===== config.mk =====
export PLATFORM = sky130hd
export DESIGN_NAME = perfcnt_bank
export DESIGN_NICKNAME = d
export VERILOG_FILES = /design/src/rtl/perfcnt_pkg.sv /design/src/rtl/perfcnt_slice.sv /design/src/rtl/perfcnt_status.sv /design/src/rtl/perfcnt_bank.sv
export SDC_FILE = /design/constraint.sdc
export NUM_CORES = 1
export LEC_CHECK = 0
export ABC_AREA = 1
export BUFFER_PORTS_ARGS = -buffer_cell sky130_fd_sc_hd__clkbuf_2
export CAP_MARGIN = 15
export CORE_MARGIN = 4
export CORE_UTILIZATION = 40
export CTS_BUF_LIST = sky130_fd_sc_hd__clkbuf_4 sky130_fd_sc_hd__clkbuf_8
export DETAILED_ROUTE_END_ITERATION = 6
export PLACE_DENSITY = 0.62
export SETUP_SLACK_MARGIN = 0.02
export SLEW_MARGIN = 20
export SYNTH_ARGS = -nofsm -noshare
export SYNTH_HDL_FRONTEND = slang
export SYNTH_SLANG_ARGS = --single-unit

===== constraint.sdc =====
create_clock -name clk_i -period 1.9 [get_ports clk_i]
set_input_delay 0.475 -clock clk_i [delete_from_list [all_inputs] [get_ports clk_i]]
set_output_delay 0.475 -clock clk_i [all_outputs]
set_load 0.1 [all_outputs]

===== src/rtl/perfcnt_pkg.sv =====
`timescale 1ns/1ps
package perfcnt_pkg;
   typedef enum logic [1:0] {
      KIND_CNT  = 2'd0,
      KIND_CTRL = 2'd1,
      KIND_STAT = 2'd2,
      KIND_NONE = 2'd3
   } reg_kind_e;
endpackage


===== src/rtl/perfcnt_slice.sv =====
`timescale 1ns/1ps
module perfcnt_slice #(
   parameter int CNT_W = 32
) (
   input  logic             clk_i,
   input  logic             rst_ni,
   input  logic             split_i,
   input  logic             run_i,
   input  logic             ev_hi_i,
   input  logic             ev_lo_i,
   input  logic             wr_i,
   input  logic             wr_hi_i,
   input  logic [CNT_W-1:0] wdata_i,
   input  logic             commit_i,
   output logic [CNT_W-1:0] live_o,
   output logic             pend_o,
   output logic             wrap_hi_o,
   output logic             wrap_lo_o
);
   localparam int HALF_W = CNT_W / 2;

   logic [CNT_W-1:0] live_q, hold_q, base, merged, next_cnt;
   logic             pend_q, load;

   assign load = commit_i & pend_q;
   assign base = pend_q ? hold_q : live_q;

   always_comb begin
      if (!split_i)
         merged = wdata_i;
      else if (wr_hi_i)
         merged = {wdata_i[HALF_W-1:0], base[HALF_W-1:0]};
      else
         merged = {base[CNT_W-1:HALF_W], wdata_i[HALF_W-1:0]};
   end

   always_comb begin
      next_cnt  = live_q;
      wrap_hi_o = 1'b0;
      wrap_lo_o = 1'b0;
      if (run_i && !load) begin
         if (split_i) begin
            if (ev_hi_i) begin
               next_cnt[CNT_W-1:HALF_W] = live_q[CNT_W-1:HALF_W] + HALF_W'(1);
               wrap_hi_o = &live_q[CNT_W-1:HALF_W];
            end
            if (ev_lo_i) begin
               next_cnt[HALF_W-1:0] = live_q[HALF_W-1:0] + HALF_W'(1);
               wrap_lo_o = &live_q[HALF_W-1:0];
            end
         end else if (ev_hi_i) begin
            next_cnt  = live_q + CNT_W'(1);
            wrap_hi_o = &live_q;
         end
      end
   end

   always_ff @(posedge clk_i) begin
      if (!rst_ni) begin
         live_q <= '0;
         hold_q <= '0;
         pend_q <= 1'b0;
      end else begin
         live_q <= load ? hold_q : next_cnt;
         if (wr_i) begin
            hold_q <= merged;
            pend_q <= 1'b1;
         end else if (commit_i) begin
            pend_q <= 1'b0;
         end
      end
   end

   assign live_o = live_q;
   assign pend_o = pend_q;
endmodule


===== src/rtl/perfcnt_status.sv =====
`timescale 1ns/1ps
module perfcnt_status #(
   parameter int NUM_LOG = 8
) (
   input  logic               clk_i,
   input  logic               rst_ni,
   input  logic [NUM_LOG-1:0] set_i,
   input  logic               clr_i,
   input  logic               mask_wr_i,
   input  logic [NUM_LOG-1:0] mask_i,
   output logic [NUM_LOG-1:0] pend_o,
   output logic               irq_o
);
   logic [NUM_LOG-1:0] pend_q, mask_q;

   always_ff @(posedge clk_i) begin
      if (!rst_ni) begin
         pend_q <= '0;
         mask_q <= '0;
      end else begin
         pend_q <= (clr_i ? '0 : pend_q) | set_i;
         if (mask_wr_i) mask_q <= mask_i;
      end
   end

   assign pend_o = pend_q;
   assign irq_o  = |(pend_q & mask_q);
endmodule


===== src/rtl/perfcnt_bank.sv =====
`timescale 1ns/1ps
module perfcnt_bank
   import perfcnt_pkg::*;
#(
   parameter int NUM_PHYS = 4,
   parameter int CNT_W    = 32,
   parameter int BUS_W    = 64,
   parameter int ADDR_W   = 4,
   parameter int EN_BIT   = 31
) (
   input  logic                  clk_i,
   input  logic                  rst_ni,
   input  logic                  wr_en_i,
   input  logic                  rd_en_i,
   input  logic [ADDR_W-1:0]     addr_i,
   input  logic [BUS_W-1:0]      wdata_i,
   input  logic [2*NUM_PHYS-1:0] evt_i,
   output logic [BUS_W-1:0]      rdata_o,
   output logic                  irq_o
);
   localparam int NUM_LOG   = 2 * NUM_PHYS;
   localparam int HALF_W    = CNT_W / 2;
   localparam int PIDX_W    = $clog2(NUM_PHYS);
   localparam int CTRL_ADDR = NUM_LOG;
   localparam int STAT_ADDR = NUM_LOG + 1;

   if (CNT_W % 2 != 0 || CNT_W < 2) begin : g_chk_even
      $error("CNT_W must be even");
   end
   if (BUS_W <= CNT_W) begin : g_chk_bus
      $error("BUS_W must exceed CNT_W");
   end
   if (NUM_PHYS < 2 || (1 << PIDX_W) != NUM_PHYS) begin : g_chk_pow2
      $error("NUM_PHYS must be a power of two, at least 2");
   end
   if (NUM_LOG > CNT_W || EN_BIT < NUM_PHYS || EN_BIT >= CNT_W) begin : g_chk_fit
      $error("control or status fields do not fit the register width");
   end
   if ((1 << ADDR_W) < NUM_LOG + 2) begin : g_chk_addr
      $error("ADDR_W too small for the register map");
   end

   logic [CNT_W-1:0]        wfield, ctrl_q, rd_field, sel_val;
   logic [BUS_W-1:0]        rdata_q;
   reg_kind_e               kind;
   logic [PIDX_W-1:0]       pidx;
   logic                    sel_hi, run_q, commit;
   logic [CNT_W-1:0]        live_arr [NUM_PHYS];
   logic [NUM_PHYS*CNT_W-1:0] live_flat;
   logic [NUM_PHYS-1:0]     hold_pend, wrap_hi, wrap_lo;
   logic [NUM_LOG-1:0]      wrap_set, stat_pend;
   logic                    unused_low;

   assign wfield     = wdata_i[BUS_W-1 -: CNT_W];
   assign unused_low = ^wdata_i[BUS_W-CNT_W-1:0];
   assign pidx       = addr_i[PIDX_W-1:0];
   assign sel_hi     = addr_i < ADDR_W'(NUM_PHYS);
   assign run_q      = ctrl_q[EN_BIT];

   always_comb begin
      if (addr_i < ADDR_W'(NUM_LOG))        kind = KIND_CNT;
      else if (addr_i == ADDR_W'(CTRL_ADDR)) kind = KIND_CTRL;
      else if (addr_i == ADDR_W'(STAT_ADDR)) kind = KIND_STAT;
      else                                   kind = KIND_NONE;
   end

   assign commit = wr_en_i && (kind == KIND_CTRL) && wfield[EN_BIT];

   for (genvar p = 0; p < NUM_PHYS; p++) begin : g_slice
      perfcnt_slice #(.CNT_W(CNT_W)) u_slice (
         .clk_i     (clk_i),
         .rst_ni    (rst_ni),
         .split_i   (ctrl_q[p]),
         .run_i     (run_q),
         .ev_hi_i   (evt_i[p]),
         .ev_lo_i   (evt_i[p+NUM_PHYS]),
         .wr_i      (wr_en_i && (kind == KIND_CNT) && (pidx == PIDX_W'(p))),
         .wr_hi_i   (sel_hi),
         .wdata_i   (wfield),
         .commit_i  (commit),
         .live_o    (live_arr[p]),
         .pend_o    (hold_pend[p]),
         .wrap_hi_o (wrap_hi[p]),
         .wrap_lo_o (wrap_lo[p])
      );
      assign live_flat[p*CNT_W +: CNT_W] = live_arr[p];
      assign wrap_set[p]                 = wrap_hi[p];
      assign wrap_set[p+NUM_PHYS]        = wrap_lo[p];
   end

   perfcnt_status #(.NUM_LOG(NUM_LOG)) u_status (
      .clk_i     (clk_i),
      .rst_ni    (rst_ni),
      .set_i     (wrap_set),
      .clr_i     (rd_en_i && (kind == KIND_STAT)),
      .mask_wr_i (wr_en_i && (kind == KIND_STAT)),
      .mask_i    (wfield[NUM_LOG-1:0]),
      .pend_o    (stat_pend),
      .irq_o     (irq_o)
   );

   assign sel_val = live_arr[pidx];

   always_comb begin
      case (kind)
         KIND_CNT: begin
            if (!ctrl_q[pidx])  rd_field = sel_val;
            else if (sel_hi)    rd_field = CNT_W'(sel_val[CNT_W-1:HALF_W]);
            else                rd_field = CNT_W'(sel_val[HALF_W-1:0]);
         end
         KIND_CTRL: rd_field = ctrl_q;
         KIND_STAT: rd_field = CNT_W'(stat_pend);
         default:   rd_field = '0;
      endcase
   end

   always_ff @(posedge clk_i) begin
      if (!rst_ni) begin
         ctrl_q  <= '0;
         rdata_q <= '0;
      end else begin
         if (wr_en_i && (kind == KIND_CTRL)) ctrl_q <= wfield;
         if (rd_en_i) rdata_q <= BUS_W'(rd_field) << (BUS_W - CNT_W);
      end
   end

   assign rdata_o = rdata_q;
endmodule


==> flow_summary.yaml, run 1 <==
placed_design:
  dpl.cell_count: 4189
  portBuffers: 80
  place.gp.congestion: 1.043
  dpl.hpwl_mm: 67.05
detailed_routing:
  route.vias.total: 23740
  drc_errors: 0
  first_pass_iters: 7
  vias_per_cell: 5.512
  routedWlPerCell_microns: 20.81
  postRouteAntennaNets: 0
  drt_iter0_markers: 2883
  drt-total-wl_mm: 89.65
yosys:
  synth-main-ff-cell: "dfxtp_1"
  synth.top_cell.area_share: 0.3379
  yosys_warnings: 0
  synth_cell_types: 42
  muxShareOfSynthArea: 0
  synthAdderAreaFrac: 0.004969
  async_flop_share: 0
  synth_cells: 3295
  synth_top_family_by_area: "simple AND/OR/NAND/NOR gates"
  netlist_area_sq_um: 20150
  yosys.area.top_type: "dfxtp_1"
  synthXorXnorAreaFrac: 0.01565
  synth_area_leaders: "dfxtp_1 34%, nand2_1 15%, o21ai_0 11%"
  yosysSeqAreaShare: 0.3379
  synth-seq-cells: 340
  syn_area_per_cell_sq_um: 6.114
  synth-simple-area-share: 0.3223
  synth_compound_gate_area_share: 0.2085
  synth_edf_count: 0
die:
  die_w_microns: 232.4
  row_count: 81
  placeableCoreArea_sq_um: 49360
  start_util: 0.4082
  die_y_microns: 232.4
  die-area_sq_um: 54020
  io_pins: 145
run_status:
  failed_checks: "negative setup slack"
  status: "finished, violations left"
power_and_ir_drop:
  leakage_nw: 10.35
  total_power_mw: 17.24
  ir_drop_mv: 0.4092
  p_per_area_nw_per_um2: 685.0
cts:
  htreeDepth: 3
  clkTransAtPathRegs_ns: 0.06
  cts_tree: "done"
  clk_latency_ns: 0.65
  clock_sinks: 340
  cts_buffers: 66
  cts-root-buf: "clkbuf_8"
  clock_path_buffers: 3
  cts.hold.buffers_added: 0
worst_setup_path:
  cp-end-kind: "output port"
  setup.worst_path.start_class: "register"
  critPathLaunch: "u_status.pend_o[2]$_SDFF_PN0_"
  cp.required_ns: 1.42
  worst-path-max-fanout: 3
  rr_startpoint: "g_slice[2].u_slice.live_o[0]$_SDFFE_PN0P_"
  crit_arrival_ns: 1.76
  critical_path_class: "register to output port"
timing:
  fmax_mhz: 446.8
  worst_pin_slew_ns: 0.6170
  period_needed_ns: 2.238
  hold_viol_final: 0
  fin_skew_ns: 0.02806
  rsz0062_at_grt: "yes"
  relSlewSlack: 0.5886
  fin_ws_ns: -0.3382
  setup_viol_count_final: 1
  report.final.slew_viol_count: 0
  hold_ws_ns: 0.1633
  finalCritPeriodShare: 1.178
global_routing:
  grt_pass1_vias: 21270
  track_usage: 0.3203
  grt_max_degree: 70
  grt-ovfl-total: 0
  grt_pass1_wl_mm: 131.6
  antenna_found_initial: 4
hold_path:
  hp-class: "primary input to register"
  hp-start: "rst_ni"
cells_and_area:
  n_fill_cell: 5245
  drive_above_1_share: 0.1702
  layout-area-overhead-vs-synth_pct: 24.91
  fin_nets: 3686
  final_cells: 4307
flow_run:
  max_cap_violations: 0
synthesized netlist by cell type, types with 7 or more instances:
library cell,n
o22ai_1,20
a21oi_1,269
xor2_1,32
inv_1,309
nor2_1,368
nand3_1,278
buf_1,8
inv_2,11
nand2_1,820
ha_1,8
o21ai_0,435
nor2_4,7
buf_4,40
clkbuf_1,135
buf_2,26
nor3_1,41
a31oi_1,58
dfxtp_1,340
nand4_1,33
cell type report:
type                            count  area [sq um]  share of cell area
Timing Repair Buffer              418          3492              0.1388
Clock inverter                      7         62.56            0.002486
Sequential cell                   340          6825              0.2712
Tap cell                          664         830.8             0.03302
Multi-Input combinational cell   2450         11390              0.4528
Clock buffer                      105          1345             0.05345
Inverter                          322          1211             0.04813
Antenna cell                        1         2.502          0.00009945
where the power goes:
group / total (mW) / leakage (nW) / internal (mW) / switching (mW)
combinational: 1.90 / 6.84 / 0.497 / 1.40
sequential: 7.33 / 2.76 / 7.26 / 0.0668
clock: 8.01 / 0.747 / 4.59 / 3.42
repair_timing:
action                                  4_1_cts  5_1_grt
gates resized for setup                      43       58
endpoints found under the setup margin       41       65
cloned                                        0        1
setup buffers                                 0        4
pin swaps                                     3       11
placed cells by master (no fill, tap or decap), types with 4 or more instances in the layout:
| cell type | n |
|---|---|
| nand3_1 | 277 |
| a31oi_1 | 57 |
| dfxtp_2 | 12 |
| clkbuf_2 | 46 |
| a21oi_1 | 269 |
| buf_6 | 5 |
| xor2_1 | 32 |
| ha_1 | 6 |
| buf_12 | 36 |
| buf_4 | 298 |
| nor2_2 | 23 |
| conb_1 | 32 |
| nand2_2 | 12 |
| nand4_1 | 33 |
| inv_2 | 10 |
| o21ai_1 | 8 |
| inv_1 | 309 |
| nor2_1 | 348 |
| o21ai_0 | 432 |
| clkbuf_8 | 89 |
| o22ai_1 | 20 |
| o211ai_1 | 6 |
| dfxtp_1 | 327 |
| clkbuf_4 | 49 |
| nand2_1 | 807 |
| xnor2_1 | 4 |
| clkinv_2 | 5 |
| nor2_4 | 10 |
| a31oi_2 | 5 |
| nor3_1 | 39 |
kinds of logic after synthesis:
kind of cell	count (synthesis)
compound gates	805
other cells	1
xor+xnor	36
simple gates	1569
flops	340
fa+ha+maj	8
buf+inv	536
per-stage QoR:
step / setup WS, ns / TNS [ns] / cell area (sq um) / util
after floorplan: -0.3889 / -0.3889 / 20260 / -
after global placement: -0.3038 / -37.91 / 23450 / 0.4750
after detailed placement: -0.3213 / -44.25 / 23450 / 0.4750
after CTS: -0.4188 / -0.4188 / 24960 / 0.5057
after global routing: -0.4276 / -0.4515 / 25160 / 0.5098
final: -0.3382 / -0.3382 / 25160 / 0.5098
layer usage:
metal | GRT usage | part of all wire | vias up
li1 | - | - | 11350
met5 | 0 | 0.00015 | -
met1 | 0.4213 | 0.41 | 10890
met3 | 0.08044 | 0.11 | 253
met2 | 0.4848 | 0.42 | 1245
met4 | 0.1674 | 0.056 | 2
path summary, 6_finish.rpt:
check / end / slack, ns / cells past startpoint
max: irq_o / -0.34 / 5
min: u_status.mask_q[0]$_SDFFE_PN0P_ / 0.16 / 3
max reg2reg: u_status.pend_o[6]$_SDFF_PN0_ / 0.11 / 8
min reg2reg: ctrl_q[22]$_SDFFE_PN0N_ / 0.45 / 2
flip-flops by register name (all words and copies together) (netlist names):
signal                  count
g_slice.u_slice.live_o    128
g_slice.u_slice.hold_q    128
ctrl_q                     32
rdata_o                    32
g_slice.u_slice.pend_o      4
u_status.mask_q             8
u_status.pend_o             8
critical path, stage by stage, from the launching register on:
cell,delay [ns]
dfxtp_1,0.33
nand2_1,0.07
nand2_1,0.05
a221oi_2,0.16
o211ai_1,0.25
buf_12,0.24
Note: power is estimated with default switching activity, not from simulation.
==> run 2, diff against run 1 <==
Settings changed: MAX_ROUTING_LAYER set to met4.
==> flow_summary.yaml, run 2 (same netlist as run 1, synthesis figures left out) <==
run_status:
  status: "finished, violations left"
  failed_checks: "negative setup slack"
cells_and_area:
  final_cells: 4315
  drive_above_1_share: 0.1733
  fin_nets: 3691
  n_fill_cell: 5188
  post-route-cell-area_sq_um: 25150
  ff_latch_area_sq_um: 6827
  layout-area-overhead-vs-synth_pct: 24.82
  final_common_cell: "nand2_1"
  final_cell_mix: "806 x nand2_1, 430 x o21ai_0, 348 x nor2_1"
  multi_input_area_sq_um: 11430
power_and_ir_drop:
  power_switching_share: 0.2901
  p_per_area_nw_per_um2: 656.7
  p_switching_mw: 4.790
  ir_drop_mv: 0.5574
  p_int_mw: 11.72
  pwr-share-comb: 0.115
  leakage_nw: 10.36
  seqPwrFrac: 0.444
  pwr-share-clk: 0.442
cts:
  clock_sinks: 340
  cts_tree: "done"
  clkTransAtPathRegs_ns: 0.07
  cts_buffers: 61
  clk_latency_ns: 0.68
  clock_path_buffers: 3
  cts.hold.buffers_added: 0
  htreeDepth: 2
  cts-root-buf: "clkbuf_8"
die:
  row_count: 81
  placeableCoreArea_sq_um: 49360
  die_y_microns: 232.4
  start_util: 0.4082
  die_w_microns: 232.4
  die-area_sq_um: 54020
  io_pins: 145
detailed_routing:
  route.vias.total: 23650
  drt_iter0_markers: 3115
  vias_per_cell: 5.481
  routedWlPerCell_microns: 20.61
  drc_errors: 0
  first_pass_iters: 6
  postRouteAntennaNets: 0
  drt-total-wl_mm: 88.94
worst_setup_path:
  critical_path.top_delay_family: "compound AO/OA/AOI/OAI gates"
  cp_slowest_cell: "dfxtp_2"
  r2r_setup_slack_ns: 0.10
  crit_path_cell_trace: "nand2_1 > nand2_1 > a221oi_2 > o211ai_1 > buf_12"
  setup.worst_path.start_class: "register"
  crit_arrival_ns: 1.79
  worst-path-max-fanout: 2
  cp.required_ns: 1.42
  crit_path_frequent_cell: "nand2_1"
  max_stage_delay_ns: 0.32
  cp_num_buf_inv: 1
  critical_path_class: "register to output port"
  cp-end-kind: "output port"
hold_path:
  hp-class: "primary input to register"
global_routing:
  grt-ovfl-total: 0
  antenna_found_initial: 5
  grt_pass1_wl_mm: 131.1
  track_usage: 0.3276
  grt_max_degree: 58
  grt_pass1_vias: 21080
timing:
  period_needed_ns: 2.270
  finalCritPeriodShare: 1.195
  fin_ws_ns: -0.3700
  fmax_mhz: 440.5
  setup_viol_count_final: 1
  hold_viol_final: 0
  relSlewSlack: 0.5941
  worst_pin_slew_ns: 0.6089
  rsz0062_at_grt: "yes"
  report.final.slew_viol_count: 0
  fin_skew_ns: 0.03082
placed_design:
  place.gp.congestion: 1.067
  placed_cell_area_sq_um: 23480
  dpl.hpwl_mm: 67.26
  dpl.cell_count: 4193
  portBuffers: 80
flow_run:
  max_cap_violations: 0
run 2: cell types whose count changed in the layout (fill, tap and decap cells not counted), sizes merged:
cell	delta
clkbuf	-13
buf	+11
clkinv	+6
diode	+4
bufinv	-1
clkinvlp	+1
run 2: area by class of cell:
type	instances	area share
inverter	322	0.04832
clock inverter	13	0.002836
sequential	340	0.2715
clock buffer	93	0.04742
timing repair buffer	428	0.1420
antenna	5	0.0004976
tap	664	0.03304
multi-input combinational	2450	0.4544
run 2: timing repair:
action,CTS,global route
setup endpoints to repair,44,55
cloned,0,1
endpoints found under the hold margin,0,0
resized for setup,50,63
pin swaps,3,17
setup buffers,4,6
run 2: metal layers:
layer  routed length (microns)  global-route usage  share of wire
met3                      8429             0.06097          0.095
met4                      4565              0.1541          0.051
met5                         0                   -              0
met1                     38030              0.4363           0.43
met2                     37920              0.4812           0.43
run 2: final timing paths:
kind,start,cells after the start,endpoint
hold reg to reg,ctrl_q[28]$_SDFFE_PN0N_,2,ctrl_q[28]$_SDFFE_PN0N_
setup reg to reg,g_slice[3].u_slice.live_o[0]$_SDFFE_PN0P_,8,u_status.pend_o[7]$_SDFF_PN0_
setup / recovery,u_status.mask_q[3]$_SDFFE_PN0P_,5,irq_o
hold / removal,rst_ni,3,ctrl_q[2]$_SDFFE_PN0N_
run 2: per-stage QoR:
stage	hold WS [ns]	util	worst slack, ns	setup TNS (ns)	power, mW
3_3_place_gp	0.4414	0.4756	-0.3368	-43.17	9.296
3_5_place_dp	0.4464	0.4756	-0.3608	-47.89	9.297
2_1_floorplan	0.4245	-	-0.3889	-0.3889	8.534
6_report	0.1644	0.5095	-0.3700	-0.3700	16.51
5_1_grt	0.1386	0.5094	-0.4696	-0.4738	17.01
4_1_cts	0.1129	0.5045	-0.4280	-0.4280	16.55
run 2: tightest hold or removal path, delay by kind of cell:
kind                   cells  cell delay (ns)
AO/OA/AOI/OAI              2             0.13
buffers and inverters      1             0.18
run 2: power by group through the flow:
stage / clock network, mW / registers (mW) / logic (mW)
2_1_floorplan: 0 / 7.55 / 0.988
3_3_place_gp: 0 / 7.48 / 1.82
3_5_place_dp: 0 / 7.48 / 1.82
4_1_cts: 7.39 / 7.32 / 1.83
5_1_grt: 7.71 / 7.33 / 1.97
6_report: 7.30 / 7.32 / 1.89
